==> src/rtl/nr_div_pkg.sv <==
package nr_div_pkg;

   typedef enum logic [1:0] {
      ST_IDLE  = 2'd0,
      ST_XA    = 2'd1,
      ST_XT    = 2'd2,
      ST_FINAL = 2'd3
   } nr_state_e;

   // Rounded reciprocal at the midpoint of seed slice i, for an index of ib bits.
   // The returned value carries ib+1 bits and is later shifted into radix 16.
   function automatic int seed_entry(input int ib, input int i);
      int num;
      int den;
      num = 1 << (2 * ib + 2);
      den = (1 << (ib + 1)) + 2 * i + 1;
      return (2 * num / den + 1) / 2;
   endfunction

endpackage

==> src/rtl/nr_div_norm.sv <==
module nr_div_norm #(
   parameter int W   = 18,
   parameter int MSB = 15,
   parameter int KW  = 4
) (
   input  logic [W-1:0]  value,
   output logic [W-1:0]  norm,
   output logic [KW-1:0] lead
);

   // Highest set bit at or below MSB; the value is moved up so it lands on MSB.
   always_comb begin
      lead = '0;
      for (int b = 0; b <= MSB; b++) begin
         if (value[b]) lead = KW'(b);
      end
      norm = value << (MSB - int'(lead));
   end

endmodule

==> src/rtl/nr_div_seed.sv <==
module nr_div_seed #(
   parameter int W        = 18,
   parameter int F        = 16,
   parameter int IDX_BITS = 5
) (
   input  logic [IDX_BITS-1:0] idx,
   output logic [W-1:0]        seed
);

   localparam int EW    = IDX_BITS + 1;
   localparam int DEPTH = 1 << IDX_BITS;
   localparam int SH    = F - IDX_BITS;

   logic [EW-1:0] rom [DEPTH];

   for (genvar i = 0; i < DEPTH; i++) begin : g_rom
      assign rom[i] = EW'(nr_div_pkg::seed_entry(IDX_BITS, i));
   end

   assign seed = {{(W-EW){1'b0}}, rom[idx]} << SH;

endmodule

==> src/rtl/nr_divider.sv <==
module nr_divider #(
   parameter int  W        = 18,
   parameter int  RADIX    = 15,
   parameter int  IDX_BITS = 5,
   localparam int QW       = 2 * W,
   localparam int SHW      = $clog2(2 * W)
) (
   input  logic                  clk,
   input  logic                  rst_n,
   input  logic                  req,
   input  logic signed [W-1:0]   req_dividend,
   input  logic [W-1:0]          req_divisor,
   input  logic                  req_two_pass,
   output logic                  busy,
   output logic                  ready,
   output logic [QW-1:0]         quotient,
   output logic                  mul_start,
   output logic signed [W-1:0]   mul_a,
   output logic signed [W-1:0]   mul_b,
   output logic [SHW-1:0]        mul_shift,
   input  logic                  mul_ready,
   input  logic signed [QW-1:0]  mul_result
);

   import nr_div_pkg::*;

   localparam int F        = W - 2;          // reciprocal fraction bits
   localparam int NORM_MSB = F - 1;          // leading-one position after scaling
   localparam int KW       = $clog2(NORM_MSB + 1);
   localparam int SH_BASE  = F + 1 - RADIX;  // final shift = SH_BASE + lead

   if (W < 8) begin : g_bad_width
      $error("nr_divider: W must be at least 8");
   end
   if (RADIX < 0 || RADIX > F + 1) begin : g_bad_radix
      $error("nr_divider: RADIX out of range");
   end
   if (IDX_BITS < 1 || IDX_BITS > NORM_MSB - 1) begin : g_bad_idx
      $error("nr_divider: IDX_BITS out of range");
   end

   nr_state_e      state_q;
   logic [W-1:0]   x_q, a_q, t_q;
   logic [W-1:0]   n_q;
   logic [KW-1:0]  k_q;
   logic           extra_q;
   logic           start_q, ready_q;
   logic [QW-1:0]  quot_q;

   logic [W-1:0]   norm_c, seed_c;
   logic [KW-1:0]  lead_c;

   nr_div_norm #(.W(W), .MSB(NORM_MSB), .KW(KW)) u_norm (
      .value (req_divisor),
      .norm  (norm_c),
      .lead  (lead_c)
   );

   nr_div_seed #(.W(W), .F(F), .IDX_BITS(IDX_BITS)) u_seed (
      .idx  (norm_c[NORM_MSB-1 -: IDX_BITS]),
      .seed (seed_c)
   );

   always_ff @(posedge clk or negedge rst_n) begin
      if (!rst_n) begin
         state_q <= ST_IDLE;
         x_q     <= '0;
         a_q     <= '0;
         t_q     <= '0;
         n_q     <= '0;
         k_q     <= '0;
         extra_q <= 1'b0;
         start_q <= 1'b0;
         ready_q <= 1'b0;
         quot_q  <= '0;
      end else begin
         start_q <= 1'b0;
         ready_q <= 1'b0;
         case (state_q)
            ST_IDLE: begin
               if (req) begin
                  a_q     <= norm_c;
                  x_q     <= seed_c;
                  n_q     <= req_dividend;
                  k_q     <= lead_c;
                  extra_q <= req_two_pass;
                  start_q <= 1'b1;
                  state_q <= ST_XA;
               end
            end
            ST_XA: begin
               if (mul_ready) begin
                  // ones' complement of x*a stands in for 2 - x*a
                  t_q     <= {{(W-F-1){1'b0}}, ~mul_result[F:0]};
                  start_q <= 1'b1;
                  state_q <= ST_XT;
               end
            end
            ST_XT: begin
               if (mul_ready) begin
                  x_q     <= mul_result[W-1:0];
                  start_q <= 1'b1;
                  if (extra_q) begin
                     extra_q <= 1'b0;
                     state_q <= ST_XA;
                  end else begin
                     state_q <= ST_FINAL;
                  end
               end
            end
            ST_FINAL: begin
               if (mul_ready) begin
                  quot_q  <= mul_result;
                  ready_q <= 1'b1;
                  state_q <= ST_IDLE;
               end
            end
            default: state_q <= ST_IDLE;
         endcase
      end
   end

   always_comb begin
      mul_a     = x_q;
      mul_b     = a_q;
      mul_shift = SHW'(F);
      case (state_q)
         ST_XT:    mul_b = t_q;
         ST_FINAL: begin
            mul_b     = n_q;
            mul_shift = SHW'(SH_BASE) + SHW'(k_q);
         end
         default: ;
      endcase
   end

   assign busy      = (state_q != ST_IDLE);
   assign ready     = ready_q;
   assign quotient  = quot_q;
   assign mul_start = start_q;

endmodule

==> config.mk <==
export PLATFORM = sky130hd
export DESIGN_NAME = nr_divider
export DESIGN_NICKNAME = d
export VERILOG_FILES = /design/src/rtl/nr_div_pkg.sv /design/src/rtl/nr_div_norm.sv /design/src/rtl/nr_div_seed.sv /design/src/rtl/nr_divider.sv
export SDC_FILE = /design/constraint.sdc
export NUM_CORES = 1
export LEC_CHECK = 0
export BUFFER_PORTS_ARGS = -buffer_cell sky130_fd_sc_hd__buf_2
export CAP_MARGIN = 20
export CORE_AREA = 2 2 160 84
export CTS_CLUSTER_SIZE = 16
export DETAILED_ROUTE_END_ITERATION = 6
export DIE_AREA = 0 0 162 86
export GPL_TIMING_DRIVEN = 0
export MAX_ROUTING_LAYER = met4
export PLACE_DENSITY = 0.75
export SLEW_MARGIN = 5
export SYNTH_ARGS = -nofsm -noshare
export SYNTH_HDL_FRONTEND = slang
export SYNTH_SLANG_ARGS = --single-unit
==> constraint.sdc <==
create_clock -name clk -period 2.35 [get_ports clk]
set_input_delay 0.47 -clock clk [delete_from_list [all_inputs] [get_ports clk]]
set_output_delay 0.47 -clock clk [all_outputs]
set_load 0.005 [all_outputs]
==> results.md <==
- Status: finished with violations
- Violations in the final reports: negative setup slack
- Initial Util: 49.3%
- Hold depth: 2
- H-tree depth: 4
- Vias in the first global route: 5,779
- Drt drc: 0
- Worst skew pair latency: 0.41 ns
- Reg2Reg Depth: 6
- Horiz. Die Dim: 162 µm
- Cells after Synth: 612
- CP max FO: 7
- RSZ-0062 raised after global routing: yes
- Starting DRC count in detailed routing: 631
- Reg2reg end: quotient[18]
- CTS tree: yes
- CTS root buf: clkbuf_16
- Pre-CTS setup slack: -1.34 ns
- Clk slew on worst S/H paths: 0.06 ns
- Via count: 6,185
- R2r setup slk: 0.09 ns
- Area of the multi-input gates: 3530 µm²
- Max clock buf depth: 2
- Min-Delay Path Class: input pin to register
- Final hold vios: 0
- GRT Total Usage: 30.9%
- Slew at the pin with the worst max-slew slack: 0.696 ns
- P_leak: 4.21 nW
- Top Usage Layer GRT: met1
- P_int: 6.74 mW
- Initial antenna violation count: 0
- GR Util met3: 8.56%
- Num CTS Buffers: 17
- Worst setup margin: -0.564 ns
- Post-Syn Nets: 703
- # fillers: 850
- Minimum clock period: 2.91 ns
- Yosys warns: 0
- Largest net degree at the start of global routing: 101
- Layout area overhead: 46.8%
- Met1 usage: 46.9%
- Buffers on Ports: 152
- Via density per instance: 5.99
- Critical R2R Launch: state_q[1]
- Crit end category: register
- HP Start: mul_result[8]
- Distinct cells, synth: 61
- Seq cells post-synth: 116
- Ports: 158
- Worst EP arrival: 3.21 ns
- Final Max Slew Viols: 0
- DRT antenna net count: 0
- Sequential cell area: 2900 µm²
- Global route overflow: 0
- Grt met2 use: 40.5%
- FMAX: 343 MHz
- First-pass GRT wire length: 31,900 µm
- Seq/Total Area, Yosys: 47.5%
- Die Ht: 86 µm
- Design Area, Final: 8980 µm²
- Detailed-route wire length: 21,500 µm
- Commonest non-fill, non-tap cells in the layout: buf_2 (148), dfrtp_1 (115), nand2_1 (87), buf_4 (63), mux2_2 (54)
- WHS Endpoint: t_q[8]
- Final RePlAce weighted congestion: 0.983
- Max-Slew Margin vs Limit: 53.6%
- Critical path required time: 2.65 ns
- Clk sink count: 116
- Register share of total power: 33.6%
- Post-synth EDFFs: 0
- Post-DP HPWL: 14,700 µm
- DR pass1 iterations: 5
- Simple-gate share of the synthesized area: 14.3%
- Row count: 29
- Post-synth ARST share: 100%
- Max VDD drop: 1.03 mV
- Die area: 13,900 µm²
- Main synth FF type: dfrtp_1
- Type of origin of the critical path: input pin
- Post-Synth XOR/XNOR Area: 0.430%
- Net Sw Frac: 36.6%
- Max-Cap Viols: 0
- Compound-Gate Fraction of Synth Area: 19.1%
- Clock Skew: 0.00548 ns
- Kind of critical path: input pin to register
- Final Cycle Share: 124%
- Placement Cell Area: 7380 µm²
- Setup violators final: 5
- Layout cell share with drive strength beyond 1: 49.0%
- DR WL/cell: 20.8 µm
- Placeable core area: 12,400 µm²
- Multiplexer share of the synthesized area: 12.0%
- Final nets: 941
- Cell Area, Synth: 6120 µm²
- Largest family of logic cells by synthesized area: compound AO/OA/AOI/OAI gates
- # diodes: 0
- Clock power share: 23.9%
- Fraction of the mapped netlist area in adder cells: 2.86%
- Combinational group share of total power: 42.6%
- Switch Pwr: 3.90 mW
- Most common cell after layout, fill and taps aside: buf_2
- PD cells: 1190 nW/µm²
- Mapped Avg Cell Area: 9.99 µm²
==> flip-flops by register name, summed over array words and instances (netlist names) <==
| register | cells |
|---|---|
| a_q | 18 |
| extra_q | 1 |
| k_q | 4 |
| mul_a | 18 |
| mul_start | 1 |
| n_q | 18 |
| quotient | 36 |
| ready | 1 |
| state_q | 2 |
| t_q | 17 |
==> repair_timing <==
action | CTS | global route
resized for setup | 64 | 77
hold buffers | 1 | 0
hold endpoints to repair | 16 | 0
pin swaps | 24 | 35
endpoints found under the setup margin | 65 | 43
setup buffers | 35 | 33
==> metal layers <==
| layer | share of wire, % | wire length (µm) | up-vias |
|---|---|---|---|
| li1 | - | - | 2702 |
| met1 | 45 | 9570 | 3063 |
| met2 | 42 | 9000 | 381 |
| met3 | 12 | 2670 | 39 |
| met4 | 1.1 | 231 | 0 |
| met5 | 0 | 0 | - |
==> area by class of cell <==
cell class	instances	share of cell area [%]
repair buffers	221	15.4
clock buffers	18	4.89
inverters	18	0.892
multi-input cells	439	39.3
well taps	170	2.37
plain buffers	37	3.28
clock inverters	13	1.52
flip-flops and latches	116	32.4
==> synthesized netlist by cell type, types with 3 or more instances <==
library cell	number	share of area, %
buf_2	9	0.74
o2111ai_1	3	0.43
nor2_1	31	1.9
a21o_1	5	0.61
or2_2	3	0.31
and3_1	4	0.41
a32oi_1	3	0.43
inv_2	4	0.25
o21ai_1	5	0.41
mux2_2	57	10
nand2_1	87	5.3
nor3_1	11	0.90
ha_1	14	2.9
a211oi_1	6	0.74
nand2b_1	8	0.82
mux2i_1	8	1.3
a31oi_1	4	0.41
a22o_1	17	2.4
dfrtp_1	116	47
o211ai_1	5	0.61
a21oi_1	18	1.5
or4_1	3	0.37
nor2_2	3	0.31
nand3_1	12	0.98
nand4_1	3	0.31
a221oi_1	4	0.57
o21ai_0	51	4.2
a22oi_1	18	2.2
nor2b_1	7	0.72
inv_1	14	0.86
o22ai_1	4	0.41
clkbuf_1	27	1.7
and2_1	6	0.61
nor4_1	4	0.41
==> kinds of logic (layout without fill, tap and decap cells) <==
logic type,count (synthesis),in the layout
AO/OA/AOI/OAI,170,170
XOR/XNOR,3,3
adder cells (fa/ha/maj),14,14
buffers and inverters,57,307
flip-flops,116,116
multiplexers,66,66
other,1,1
AND/OR/NAND/NOR,185,185
==> worst max-delay path, cell delays in order <==
cell and delay [ns]:
buf_8 0.11, or4_4 0.59, o21ai_4 0.25, nor3_1 0.09, mux2_4 0.29, a311oi_4 0.26, o31a_1 0.26, buf_6 0.17
nand2b_4 0.16, or4_1 0.13, o41ai_2 0.07, o32a_1 0.35
==> worst max-delay path by stage <==
stage / from / to / slack [ns] / cells after the start
after global placement: req_divisor[14] / mul_a[13] / -1.30 / 16
after detailed placement: req_divisor[14] / mul_a[13] / -1.34 / 16
after floorplan: req_divisor[12] / mul_a[12] / -0.59 / 12
final: req_divisor[11] / mul_a[12] / -0.56 / 12
after CTS: req_divisor[9] / mul_a[13] / -0.52 / 16
after global routing: req_divisor[1] / mul_a[12] / -0.60 / 13
==> power groups by stage <==
stage	sequential, mW	combinational [mW]	clock [mW]
final	3.57	4.53	2.54
after CTS	3.55	4.14	2.53
after floorplan	3.49	2.22	0
after global routing	3.67	4.91	2.64
after global placement	3.49	3.74	0
after detailed placement	3.55	3.87	0
==> stage by stage <==
stage	util (%)	TNS, ns	cells	total power, mW	hold slack (ns)
global placement	59.2	-71.50	934	7.23	0.461
global route	72.3	-3.07	1032	11.2	0.276
CTS	68.3	-5.36	1000	10.2	0.282
finish	72.3	-2.36	1032	10.6	0.283
detailed placement	59.5	-21.96	935	7.42	0.310
floorplan	-	-2.22	612	5.71	0.174
Power figures use the tool's default switching activity.
